==> config.mk <==
export PLATFORM = sky130hd
export DESIGN_NAME = ddr3_pwrup_seq
export DESIGN_NICKNAME = d
export VERILOG_FILES = /design/src/rtl/ddr3_pwrup_pkg.sv /design/src/rtl/ddr3_cfg_decode.sv /design/src/rtl/ddr3_ref_timer.sv /design/src/rtl/ddr3_pwrup_fsm.sv /design/src/rtl/ddr3_pwrup_seq.sv
export SDC_FILE = /design/constraint.sdc
export NUM_CORES = 1
export LEC_CHECK = 0
export BUFFER_PORTS_ARGS = -buffer_cell sky130_fd_sc_hd__clkbuf_2
export CAP_MARGIN = 40
export CELL_PAD_IN_SITES_DETAIL_PLACEMENT = 1
export CELL_PAD_IN_SITES_GLOBAL_PLACEMENT = 2
export CORE_MARGIN = 2
export CORE_UTILIZATION = 31
export CTS_BUF_LIST = sky130_fd_sc_hd__clkbuf_4
export DETAILED_ROUTE_END_ITERATION = 7
export PLACE_DENSITY_LB_ADDON = 0.2
export SLEW_MARGIN = 20
export SYNTH_ARGS = -nofsm -noshare
export SYNTH_HDL_FRONTEND = slang
export SYNTH_SLANG_ARGS = --single-unit
==> constraint.sdc <==
create_clock -name clk_i -period 2.2 [get_ports clk_i]
set_input_delay 0 -clock clk_i [delete_from_list [all_inputs] [get_ports clk_i]]
set_output_delay 0 -clock clk_i [all_outputs]
set_load 0.01 [all_outputs]
==> src/rtl/ddr3_pwrup_pkg.sv <==
package ddr3_pwrup_pkg;
  typedef enum logic [2:0] {
    CMD_DESEL = 3'b000,
    CMD_NOP   = 3'b001,
    CMD_REF   = 3'b010
  } cmd_e;

  typedef enum logic [2:0] {
    ST_RESET,
    ST_WAIT_CFG,
    ST_CKE_LOW,
    ST_CKE_ON,
    ST_REF,
    ST_DONE
  } seq_st_e;

  localparam int unsigned KIND_W    = 3;
  localparam int unsigned KIND_DDR3 = 3;
endpackage

==> src/rtl/ddr3_cfg_decode.sv <==
module ddr3_cfg_decode
  import ddr3_pwrup_pkg::*;
#(
  parameter int unsigned CFG_W   = 4,
  parameter int unsigned DIS_BIT = 3
) (
  input  logic             we_i,
  input  logic [CFG_W-1:0] wdata_i,
  input  logic             armed_i,
  output logic             start_o
);
  logic kind_ok;
  logic dis;

  assign kind_ok = (wdata_i[KIND_W-1:0] == KIND_W'(KIND_DDR3));
  assign dis     = wdata_i[DIS_BIT];
  assign start_o = we_i && armed_i && kind_ok && !dis;
endmodule

==> src/rtl/ddr3_ref_timer.sv <==
module ddr3_ref_timer #(
  parameter int unsigned CNT_W = 8
) (
  input  logic             clk_i,
  input  logic             rst_ni,
  input  logic             load_i,
  input  logic [CNT_W-1:0] load_val_i,
  input  logic             run_i,
  output logic             expired_o
);
  logic [CNT_W-1:0] cnt_q;

  always_ff @(posedge clk_i or negedge rst_ni) begin
    if (!rst_ni)                  cnt_q <= '1;
    else if (load_i)              cnt_q <= load_val_i;
    else if (run_i && cnt_q != 0) cnt_q <= cnt_q - 1'b1;
  end

  assign expired_o = (cnt_q == '0);

  // saturates at zero instead of wrapping
  p_hold_at_zero_r5: assert property (@(posedge clk_i) disable iff (!rst_ni)
    (cnt_q == '0 && !load_i) |=> (cnt_q == '0));
endmodule

==> src/rtl/ddr3_pwrup_fsm.sv <==
module ddr3_pwrup_fsm
  import ddr3_pwrup_pkg::*;
(
  input  logic       clk_i,
  input  logic       rst_ni,
  input  logic       start_i,
  input  logic       expired_i,
  input  logic       clk_stable_i,
  output logic       armed_o,
  output logic       tmr_run_o,
  output logic       mem_rst_no,
  output logic       mem_cke_o,
  output logic [2:0] cmd_o,
  output logic       init_done_o
);
  seq_st_e st_q, st_d;
  logic    rst_n_q, cke_q, done_q;
  cmd_e    cmd_q, cmd_d;

  always_comb begin
    st_d  = st_q;
    cmd_d = cmd_q;
    unique case (st_q)
      ST_RESET:    begin st_d = ST_WAIT_CFG; cmd_d = CMD_NOP; end
      ST_WAIT_CFG: if (start_i) st_d = ST_CKE_LOW;
      ST_CKE_LOW:  if (expired_i && clk_stable_i) st_d = ST_CKE_ON;
      ST_CKE_ON:   begin st_d = ST_REF;  cmd_d = CMD_REF; end
      ST_REF:      begin st_d = ST_DONE; cmd_d = CMD_NOP; end
      ST_DONE:     st_d = ST_DONE;
      default:     st_d = ST_RESET;
    endcase
  end

  always_ff @(posedge clk_i or negedge rst_ni) begin
    if (!rst_ni) begin
      st_q    <= ST_RESET;
      cmd_q   <= CMD_DESEL;
      rst_n_q <= 1'b0;
      cke_q   <= 1'b0;
      done_q  <= 1'b0;
    end else begin
      st_q  <= st_d;
      cmd_q <= cmd_d;
      if (st_q == ST_RESET) rst_n_q <= 1'b1;
      if (st_q == ST_CKE_LOW && st_d == ST_CKE_ON) cke_q <= 1'b1;
      if (st_q == ST_REF) done_q <= 1'b1;
    end
  end

  assign armed_o     = (st_q == ST_WAIT_CFG);
  assign tmr_run_o   = (st_q == ST_CKE_LOW);
  assign mem_rst_no  = rst_n_q;
  assign mem_cke_o   = cke_q;
  assign cmd_o       = cmd_q;
  assign init_done_o = done_q;

  p_cke_after_rst_r9: assert property (@(posedge clk_i) disable iff (!rst_ni)
    cke_q |-> rst_n_q);
  p_cke_sticky_r9: assert property (@(posedge clk_i) disable iff (!rst_ni)
    cke_q |=> cke_q);
  p_idle_cke_low_r3: assert property (@(posedge clk_i) disable iff (!rst_ni)
    (st_q == ST_WAIT_CFG) |-> !cke_q);
  p_no_rearm_r4: assert property (@(posedge clk_i) disable iff (!rst_ni)
    (st_q != ST_WAIT_CFG && st_q != ST_RESET) |=> (st_q != ST_WAIT_CFG));
  p_cke_gated_r6: assert property (@(posedge clk_i) disable iff (!rst_ni)
    $rose(cke_q) |-> ($past(clk_stable_i) && $past(expired_i)));
  p_ref_after_cke_r7: assert property (@(posedge clk_i) disable iff (!rst_ni)
    (cmd_q == CMD_REF) |-> (cke_q && $past(cke_q)));
  p_ref_single_r7: assert property (@(posedge clk_i) disable iff (!rst_ni)
    (cmd_q == CMD_REF) |=> (cmd_q == CMD_NOP));
  p_done_after_ref_r8: assert property (@(posedge clk_i) disable iff (!rst_ni)
    $rose(done_q) |-> $past(cmd_q == CMD_REF));
  p_done_sticky_r8: assert property (@(posedge clk_i) disable iff (!rst_ni)
    done_q |=> done_q);
endmodule

==> src/rtl/ddr3_pwrup_seq.sv <==
module ddr3_pwrup_seq
  import ddr3_pwrup_pkg::*;
#(
  parameter int unsigned CYC_PER_US = 800,
  parameter int unsigned CKE_LOW_US = 500,
  parameter int unsigned CFG_W      = 4
) (
  input  logic             clk_i,
  input  logic             rst_ni,
  input  logic             cfg_we_i,
  input  logic [CFG_W-1:0] cfg_wdata_i,
  input  logic             clk_stable_i,
  output logic             mem_rst_no,
  output logic             mem_cke_o,
  output logic [2:0]       cmd_o,
  output logic             init_done_o
);
  localparam int unsigned CKE_LOW_CYC = CKE_LOW_US * CYC_PER_US;
  localparam int unsigned TMR_W       = (CKE_LOW_CYC > 2) ? $clog2(CKE_LOW_CYC) : 1;
  localparam logic [TMR_W-1:0] CKE_LOAD = TMR_W'(CKE_LOW_CYC - 1);

  logic start, armed, expired, tmr_run;

  ddr3_cfg_decode #(.CFG_W(CFG_W), .DIS_BIT(KIND_W)) u_dec (
    .we_i    (cfg_we_i),
    .wdata_i (cfg_wdata_i),
    .armed_i (armed),
    .start_o (start)
  );

  ddr3_ref_timer #(.CNT_W(TMR_W)) u_tmr (
    .clk_i      (clk_i),
    .rst_ni     (rst_ni),
    .load_i     (start),
    .load_val_i (CKE_LOAD),
    .run_i      (tmr_run),
    .expired_o  (expired)
  );

  ddr3_pwrup_fsm u_fsm (
    .clk_i        (clk_i),
    .rst_ni       (rst_ni),
    .start_i      (start),
    .expired_i    (expired),
    .clk_stable_i (clk_stable_i),
    .armed_o      (armed),
    .tmr_run_o    (tmr_run),
    .mem_rst_no   (mem_rst_no),
    .mem_cke_o    (mem_cke_o),
    .cmd_o        (cmd_o),
    .init_done_o  (init_done_o)
  );
endmodule

==> metrics.md <==
| Metric | Value |
|---|---|
| Die W | `71.42 µm` |
| Ratio of cells with drive above 1 in the final layout | `37.74%` |
| WS Path Type | `reg -> reg` |
| CTS Sinks | `27` |
| Antenna violations before repair | `0` |
| Seq/Total Area, Yosys | `49.64%` |
| Fmax | `0.4598 GHz` |
| Routed WL per cell | `15.79 µm` |
| Largest net degree at the start of global routing | `28` |
| Max-cap violations | `0` |
| NumNets Final | `170` |
| Die Ht | `71.42 µm` |
| Worst rel slew slack | `51.62%` |
| CP Buf/Inv Count | `1` |
| Fin. max-slew vios | `0` |
| Vias/cell | `5.204` |
| Initial Utilization | `32.36%` |
| Total number of vias | `1,098` |
| Worst path max stage delay | `0.58 ns` |
| Crit-path leading delay family | `simple AND/OR/NAND/NOR gates` |
| Synth Flop Type | `dfstp_2` |
| GRT Overall Usage | `13.80%` |
| Area Growth Syn to Fin | `19.72%` |
| Total congestion overflow | `0` |
| Post-synthesis instance area | `1409 µm²` |
| Crit end category | `register` |
| RSZ-0062 raised after global routing | `yes` |
| Endpoints failing hold | `0` |
| CTS tree | `done` |
| Detail Route Antenna Nets | `0` |
| Clock Latency Late Sink | `0.33 ns` |
| Pleak | `0.6731 nW` |
| Fin crit share | `98.87%` |
| Post-layout util | `38.74%` |
| VDD IR-drop max | `362.4 µV` |
| Starting DRT DRC Count | `9` |
| CP Launch Type | `register` |
| Synth Instances | `137` |
| Critical Path AT | `2.44 ns` |
| Post-Syn Nets | `147` |
| Slowest stage cell, crit path | `dfstp_2` |
| CP required | `2.46 ns` |
| HPWL Detailed | `2.337 mm` |
| Clk_skew | `0.01708 ns` |
| Final setup vio count | `0` |
| Core area | `4354 µm²` |
| Commonest non-fill, non-tap cells in the layout | `19 x dfstp_2, 15 x nand2_1, 12 x nor2_1, 12 x clkbuf_2, 9 x buf_4` |
| Worst Max-Slew Pin Slew | `0.7257 ns` |
| Avg Cell Area, Syn | `10.28 µm²` |
| Routed WL | `3.331 mm` |
| Number of synthesized flops with an enable pin | `0` |
| Die footprint | `5100 µm²` |
| Critical path fanouts, max | `5` |
| Number of library cell types mapped by synthesis | `43` |
| Placer Congestion | `0.7124` |
| WHS | `0.1545 ns` |
| Htree depth | `1` |
| CTS Buf Count | `3` |
| # DRC | `0` |
| YS warnings | `0` |
| Root Driver | `clkbuf_4` |
| Pwr Density | `767.2 nW/µm²` |
| Vias in the first global route | `1,169` |
| Boundary pin count | `14` |
| Period minus WS final | `2.175 ns` |
| Max clock buf depth | `2` |
| Synth async-reset ratio | `100.0%` |
| Hold Crit Class | `in -> reg` |
| Crit-path cells | `inv_2 -> ha_4 -> nor4b_4 -> and3_4 -> or4_4 -> or3_1 -> nand3_1` |
| CTS clk-pin slew, worst paths | `0.14 ns` |
| Commonest non-fill, non-tap cell in the layout | `dfstp_2` |
| Antenna cell count | `0` |
| Reg2reg setup slack | `0.02 ns` |
| First-pass GRT wire length | `5.602 mm` |
| FF+latch count, synth | `27` |
| Row cnt | `24` |
| Port-buffer cells | `12` |
| DR pass1 iterations | `4` |
| Status | `finished clean` |
## registers in the layout, summed over array words and instances (netlist names)
register / flops
u_fsm.cmd_o: 2
u_fsm.mem_rst_no: 1
u_fsm.init_done_o: 1
u_fsm.mem_cke_o: 1
u_tmr.cnt_q: 19
u_fsm.st_q: 3
## kinds of logic after synthesis
family	share of synthesized area, %
XOR/XNOR	4.352
other	0.2662
multiplexers	2.842
AND/OR/NAND/NOR	27.00
flip-flops	49.64
AO/OA/AOI/OAI	11.01
buffers and inverters	3.108
adder cells (fa/ha/maj)	1.776
## layer usage
metal / vias to the layer above / wire (µm) / global-route usage, %
met5: - / 0 / 0
met4: 0 / 21 / 3.145
met3: 2 / 68 / 1.688
met2: 10 / 1648 / 24.28
met1: 547 / 1593 / 18.14
li1: 539 / - / -
## worst reg2reg max path: cells and delay by family, from the launching register on
family,cells,cell delay [ns]
flip-flops,1,0.58
adder cells (fa/ha/maj),1,0.15
AND/OR/NAND/NOR,5,1.34
buffers and inverters,1,0.05
## cell type report
class                      count  area (µm²)
clock buffer                   3       22.52
multi-input combinational    100       720.7
sequential                    27       699.4
timing repair buffer          24       158.9
clock inverter                 1       5.005
tap                           52       65.06
fill                         487        2668
inverter                       4       15.01
## synth_stat cells (all sizes together) (2+ instances only)
cell type,n,area (µm²)
dfstp,19,499.2
nand2,15,56.30
nor2,12,45.04
a21oi,8,40.04
dfrtp,8,200.2
nor3,7,46.30
xnor2,7,61.31
nor4,6,58.80
o21ai,5,25.02
inv,4,15.01
mux2i,4,40.04
nand3,4,30.03
a211oi,3,22.52
buf,3,17.52
clkbuf,3,11.26
nor4b,3,32.53
or3,3,18.77
a21boi,2,15.02
and3,2,12.51
and4,2,17.52
ha,2,25.02
nand4,2,12.51
or4,2,18.77
## per-stage QoR
stage / setup WS, ns / setup TNS (ns) / power (mW) / instance area (µm²) / instances
after CTS: 0.01351 / 0 / 1.249 / 1590 / 206
after floorplan: 0.1277 / 0 / 0.9169 / 1409 / 137
after global routing: -0.03435 / -0.03435 / 1.390 / 1687 / 211
after global placement: 0.09695 / 0 / 0.9945 / 1543 / 200
final: 0.02495 / 0 / 1.294 / 1687 / 211
after detailed placement: 0.04993 / 0 / 1.017 / 1543 / 200
## worst paths after layout
check                                   from           endpoint  cells past startpoint
setup / recovery              u_tmr.cnt_q[0]    u_tmr.cnt_q[17]                      7
hold / removal                cfg_wdata_i[0]    u_tmr.cnt_q[17]                      3
setup reg to reg              u_tmr.cnt_q[0]    u_tmr.cnt_q[17]                      7
hold reg to reg            u_fsm.init_done_o  u_fsm.init_done_o                      1
max in group asynchronous             rst_ni    u_fsm.mem_cke_o                      2
min in group asynchronous             rst_ni   u_fsm.mem_rst_no                      2
## power by group
| group | switching (mW) | internal (mW) |
|---|---|---|
| combinational | 0.137 | 0.151 |
| sequential | 0.133 | 0.648 |
| clock | 0.157 | 0.0682 |
| total | 0.427 | 0.867 |
## repair_timing
item	4_1_cts	5_1_grt
setup buffers	0	5
setup endpoints to repair	0	6
hold buffers	2	0
endpoints found under the hold margin	10	0
resized for setup	0	11
Note: power is estimated with default switching activity, not from simulation.
